<file path="src/rtl/fault_capture_pkg.sv">
package fault_capture_pkg;
  localparam int STATUS_W = 32;
  localparam int CAUSE_W  = 15;

  typedef enum logic [1:0] {
    KIND_DATA = 2'b00,
    KIND_OPW  = 2'b01,
    KIND_EXT  = 2'b10,
    KIND_RSVD = 2'b11
  } acc_kind_e;

  // strobes from control to datapath
  typedef struct packed {
    logic capture;
    logic clear;
  } cap_strobe_t;

  // status word field positions
  localparam int POS_INSTR = 27;
  localparam int POS_LATER = 25;
  localparam int POS_LOCK  = 24;
  localparam int POS_WRITE = 23;
  localparam int POS_SIZE  = 21;
  localparam int POS_TYPE  = 19;
  localparam int POS_MOD   = 16;
  localparam int POS_CAUSE_HI = 2;
endpackage

</file>
<file path="src/rtl/fault_capture_ctrl.sv">
module fault_capture_ctrl
  import fault_capture_pkg::*;
#(
  parameter int CW = CAUSE_W
) (
  input  logic          clk,
  input  logic          rst_n,
  input  logic          accValid,
  input  logic [CW-1:0] cause,
  input  logic          clr,
  output cap_strobe_t   strobe,
  output logic          validQ
);
  logic faultSeen;

  always_comb begin
    faultSeen      = accValid && (cause != '0);
    strobe.clear   = clr;
    strobe.capture = faultSeen && !validQ && !clr;
  end

  always_ff @(posedge clk or negedge rst_n) begin
    if (!rst_n)              validQ <= 1'b0;
    else if (strobe.clear)   validQ <= 1'b0;
    else if (strobe.capture) validQ <= 1'b1;
  end
endmodule

</file>
<file path="src/rtl/fault_capture_dp.sv">
module fault_capture_dp
  import fault_capture_pkg::*;
#(
  parameter int AW = 32,
  parameter int SW = 2
) (
  input  logic                clk,
  input  logic                rst_n,
  input  cap_strobe_t         strobe,
  input  logic [AW-1:0]       accAddr,
  input  logic [AW-1:0]       xferStart,
  input  logic [AW-1:0]       opwordAddr,
  input  logic [1:0]          accKind,
  input  logic [SW-1:0]       seqIdx,
  input  logic                accLocked,
  input  logic                busLockMode,
  input  logic                accWrite,
  input  logic [1:0]          accSize,
  input  logic [1:0]          accType,
  input  logic [2:0]          accMod,
  input  logic [CAUSE_W-1:0]  cause,
  output logic [AW-1:0]       addrQ,
  output logic [STATUS_W-1:0] statusQ
);
  logic                isInstr, isLater;
  logic [AW-1:0]       addrNext;
  logic [STATUS_W-1:0] statusNext;

  always_comb begin
    isInstr  = 1'b0;
    isLater  = 1'b0;
    addrNext = accAddr;
    unique case (acc_kind_e'(accKind))
      KIND_OPW: begin
        isInstr  = 1'b1;
        addrNext = accAddr;
      end
      KIND_EXT: begin
        isInstr  = 1'b1;
        isLater  = 1'b1;
        addrNext = opwordAddr;
      end
      default: begin
        isLater  = (seqIdx != '0);
        addrNext = isLater ? xferStart : accAddr;
      end
    endcase
  end

  always_comb begin
    statusNext = '0;
    statusNext[POS_INSTR]               = isInstr;
    statusNext[POS_LATER]               = isLater;
    statusNext[POS_LOCK]                = accLocked | busLockMode;
    statusNext[POS_WRITE]               = accWrite;
    statusNext[POS_SIZE +: 2]           = accSize;
    statusNext[POS_TYPE +: 2]           = accType;
    statusNext[POS_MOD +: 3]            = accMod;
    statusNext[POS_CAUSE_HI +: CAUSE_W-1] = cause[CAUSE_W-1:1];
    statusNext[0]                       = cause[0];
  end

  always_ff @(posedge clk or negedge rst_n) begin
    if (!rst_n) begin
      addrQ   <= '0;
      statusQ <= '0;
    end else if (strobe.clear) begin
      addrQ   <= '0;
      statusQ <= '0;
    end else if (strobe.capture) begin
      addrQ   <= addrNext;
      statusQ <= statusNext;
    end
  end
endmodule

</file>
<file path="src/rtl/fault_capture_unit.sv">
module fault_capture_unit
  import fault_capture_pkg::*;
(
  input  logic        clk,
  input  logic        rst_n,
  input  logic        accValid,
  input  logic [31:0] accAddr,
  input  logic [31:0] xferStart,
  input  logic [31:0] opwordAddr,
  input  logic [1:0]  accKind,
  input  logic [1:0]  seqIdx,
  input  logic        accLocked,
  input  logic        busLockMode,
  input  logic        accWrite,
  input  logic [1:0]  accSize,
  input  logic [1:0]  accType,
  input  logic [2:0]  accMod,
  input  logic [14:0] cause,
  input  logic        clr,
  output logic        faultValid,
  output logic [31:0] faultAddr,
  output logic [31:0] faultStatus
);
  cap_strobe_t strobe;

  fault_capture_ctrl #(.CW(CAUSE_W)) ctrl_i (
    .clk(clk), .rst_n(rst_n), .accValid(accValid), .cause(cause),
    .clr(clr), .strobe(strobe), .validQ(faultValid)
  );

  fault_capture_dp #(.AW(32), .SW(2)) dp_i (
    .clk(clk), .rst_n(rst_n), .strobe(strobe),
    .accAddr(accAddr), .xferStart(xferStart), .opwordAddr(opwordAddr),
    .accKind(accKind), .seqIdx(seqIdx), .accLocked(accLocked),
    .busLockMode(busLockMode), .accWrite(accWrite), .accSize(accSize),
    .accType(accType), .accMod(accMod), .cause(cause),
    .addrQ(faultAddr), .statusQ(faultStatus)
  );
endmodule

</file>
<file path="config.mk">
export PLATFORM = sky130hd
export DESIGN_NAME = fault_capture_unit
export DESIGN_NICKNAME = d
export VERILOG_FILES = /design/src/rtl/fault_capture_pkg.sv /design/src/rtl/fault_capture_ctrl.sv /design/src/rtl/fault_capture_dp.sv /design/src/rtl/fault_capture_unit.sv
export SDC_FILE = /design/constraint.sdc
export NUM_CORES = 1
export LEC_CHECK = 0
export BUFFER_PORTS_ARGS = -buffer_cell sky130_fd_sc_hd__buf_4
export CAP_MARGIN = 20
export CORE_UTILIZATION = 45
export CTS_CLUSTER_DIAMETER = 200
export DETAILED_ROUTE_END_ITERATION = 8
export PLACE_DENSITY = 0.81
export SLEW_MARGIN = 20
export SYNTH_ARGS = -nofsm -noshare
export SYNTH_HDL_FRONTEND = slang
export SYNTH_SLANG_ARGS = --single-unit
</file>
<file path="constraint.sdc">
create_clock -name clk -period 2.3 [get_ports clk]
set_clock_uncertainty 0.2 [all_clocks]
set_input_delay 0.575 -clock clk [delete_from_list [all_inputs] [get_ports clk]]
set_output_delay 0.575 -clock clk [all_outputs]
set_load 0.01 [all_outputs]
</file>
==> parameters.txt <==
Parameter                              Value

Detailed routing
  Residual antenna-violating net count after detailed routing ... 0
  Routed WL per cell ... 16.5 microns
  Routed wire length ... 11100 microns
  1st-pass router iterations ... 5
  Residual DRC ... 0
  Total via count after detailed routing ... 3733
  Post-detailed-route via-to-cell ratio ... 5.54
  Initial DRC count ... 186

Power
  P_leak ... 0.00243 uW
  Peak supply drop ... 0.298 mV
  Ratio of total power to cell area ... 556 nW/um^2

CTS
  CTS buffer count ... 9
  Count of clock tree sinks ... 59
  CTS tree ... done
  Post-CTS setup buffers ... 0
  Worst-path clk slew ... 70 ps
  Post_cts resized ... 0
  Root buf cell ... clkbuf_8
  Max Buffers Root-to-Sink ... 2
  Latest clock arrival within the worst-skew pair ... 330 ps
  Post-CTS Hold Buffers ... 0
  Number of H-tree branching levels ... 3

STA
  Setup TNS ... 0 ps
  Final Max Slew Viols ... 0
  Final min period ... 2270 ps
  Worst hold-check slack ... 90.9 ps
  Maximum frequency from static timing analysis ... 0.441 GHz
  Unrepaired setup endpoints after global routing ... true
  Part of the cycle the worst path needs ... 98.6%
  Max-Slew Margin vs Limit ... 50.3%
  Hold violation count in the final report ... 0
  Transition at the pin with the smallest max-transition slack ... 746 ps
  Worst-case setup margin in the final layout ... 32.8 ps
  Number of endpoints failing setup at the final stage ... 0

Floorplanning
  Horizontal die dimension ... 90.1 microns
  Initial Utilization ... 47.4%
  Standard-cell rows ... 31
  Vert. Die Dim ... 90.1 microns
  Die ar. ... 8110 sq um
  Top-level I/O count ... 194
  Area of the core ... 7370 sq um

Layout
  Leading cell types in the layout, fill and taps excluded ... 210 x buf_4, 101 x nand2_1, 59 x dfrtp_1, 41 x a21oi_1
  Post-route insts no fill ... 674
  Leading cell type in the layout, fill and taps excluded ... buf_4
  Post-synthesis to final-layout area growth ... 50.9%
  Count of inserted antenna diode cells ... 0
  NumNets Final ... 702
  Fraction of layout cells with a size suffix above 1 ... 46.1%
  Filler Cell Count ... 583

Logic synthesis
  Biggest area consumer among synthesized cells ... dfrtp_1
  Area share of xor/xnor cells in the synthesized design ... 0%
  Synth Instances ... 382
  Main combinational cell family by area after synthesis ... compound AO/OA/AOI/OAI gates
  Sequential area share after synthesis ... 42.3%
  Simple-Gate Fraction of Synth Area ... 15.6%
  Share of cell area taken by muxes after synthesis ... 3.23%
  Share of the synthesized area in the top cell type ... 42.3%
  Compound-Gate Fraction of Synth Area ... 30.5%
  Total of flip-flops plus latches after synthesis ... 59
  Area contributors post-synth ... dfrtp_1 42%, nand2_1 11%, a311o_1 6.0%
  Yosys warnings ... 0
  Number of unique standard cell types used by synthesis ... 32
  Avg Inst Size Synth ... 9.14 sq um
  Area share of fa/ha/maj cells after synthesis ... 0.717%
  Area of the mapped netlist ... 3490 sq um

Global route
  Remaining Overflow, GRT ... 0
  Largest net degree at the start of global routing ... 60
  Via count of the first global-routing pass ... 3815
  Wire length of the first global-routing pass ... 18400 microns
  Aggregate global-route resource usage ... 28.1%
  Number of antenna violations at the first check in global routing ... 0

Setup path
  CP Max Fanout ... 10
  Arrival @ worst endpoint ... 2310 ps
  Startpoint Class ... input port
  Endpoint type of the worst setup path ... flop
  Crit Path Category ... input port to flop
  Critical path required time ... 2340 ps

Place
  Number of I/O port buffers ... 187
  Final Wtd Congestion ... 0.869
  Placed cells ... 659
  HPWL after detailed placement ... 8110 microns
  Placement-stage worst setup slack ... -298 ps

Outcome
  Run status ... completed

Run
  Max-cap violation count ... 0

Min path
  Type of the worst min-delay path ... input port to asynchronous set/reset pin
[routing by layer]
layer,track usage (%),share of wire (%)
met5,0,0
met3,4.99,6.3
met2,49.2,52
met4,11.6,2.4
met1,34.1,39
[flip-flops by register name, summed over array words and instances (netlist names)]
signal and count:
ctrl_i.validQ 1, dp_i.addrQ 32, dp_i.statusQ 26
[layout make-up]
type	count	area, sq um	area share [%]
inverters	3	11.3	0.214
well taps	99	124	2.35
flip-flops and latches	59	1480	28.0
clock buffers	11	151	2.88
multi-input cells	283	1780	33.7
repair buffers	215	1680	31.8
clock inverters	4	50.0	0.951
[path summary, 6_finish.rpt]
check / from / to / slack [ps] / cells past startpoint
hold / removal: rst_n / dp_i.addrQ[21]$_DFFE_PN0P_ / 90 / 1
setup reg to reg: ctrl_i.validQ$_DFFE_PN0P_ / dp_i.addrQ[13]$_DFFE_PN0P_ / 420 / 6
hold reg to reg: dp_i.statusQ[8]$_DFFE_PN0P_ / dp_i.statusQ[8]$_DFFE_PN0P_ / 320 / 2
max in group asynchronous: rst_n / dp_i.addrQ[1]$_DFFE_PN0P_ / 1300 / 1
min in group clk: accType[1] / dp_i.statusQ[20]$_DFFE_PN0P_ / 290 / 3
setup / recovery: cause[0] / dp_i.addrQ[7]$_DFFE_PN0P_ / 30 / 6
[worst max-delay path, stage by stage]
cell,delay [ps]
buf_4,110
or4_4,550
o41ai_4,400
buf_4,200
nand2b_2,210
a32oi_2,250
[cell usage after synthesis]
cell	count
nand2b_1	1
a22oi_1	10
nor3b_1	2
dfrtp_1	59
or3_1	1
o41a_1	1
or4_1	2
clkbuf_1	26
nor3_2	2
nor2b_1	2
buf_4	6
nor2_1	14
a32oi_2	10
conb_1	1
o41ai_4	1
o21ai_0	22
inv_1	3
or4_4	2
ha_1	2
a221oi_1	22
buf_6	8
buf_1	1
nand2b_2	1
a211oi_1	1
nor3_1	1
a311o_1	21
buf_8	1
mux2_2	10
nand2_1	101
a21oi_1	41
a311o_2	1
a21oi_2	6
[power by group]
| part | switching, uW | internal (uW) | leakage [uW] | total, uW |
|---|---|---|---|---|
| clock | 418 | 552 | 0.0000974 | 970 |
| combinational | 375 | 418 | 0.00155 | 793 |
| sequential | 49.0 | 1110 | 0.000784 | 1160 |
| total | 842 | 2080 | 0.00243 | 2930 |
[kinds of logic (layout without fill, tap and decap cells)]
logic type | count (synthesis) | in the layout
compound gates | 136 | 136
simple gates | 129 | 129
flops | 59 | 59
buf+inv | 45 | 233
mux | 10 | 10
fa+ha+maj | 2 | 2
other cells | 1 | 6
[metrics by stage]
step	area (sq um)	total power, uW	utilization, %
finish	5270	2930	71.4
detailed placement	5060	1970	68.7
global placement	5060	1960	68.7
CTS	5270	2940	71.4
global route	5270	3060	71.4
floorplan	3510	1550	-
(Power assumes the default switching activity.)
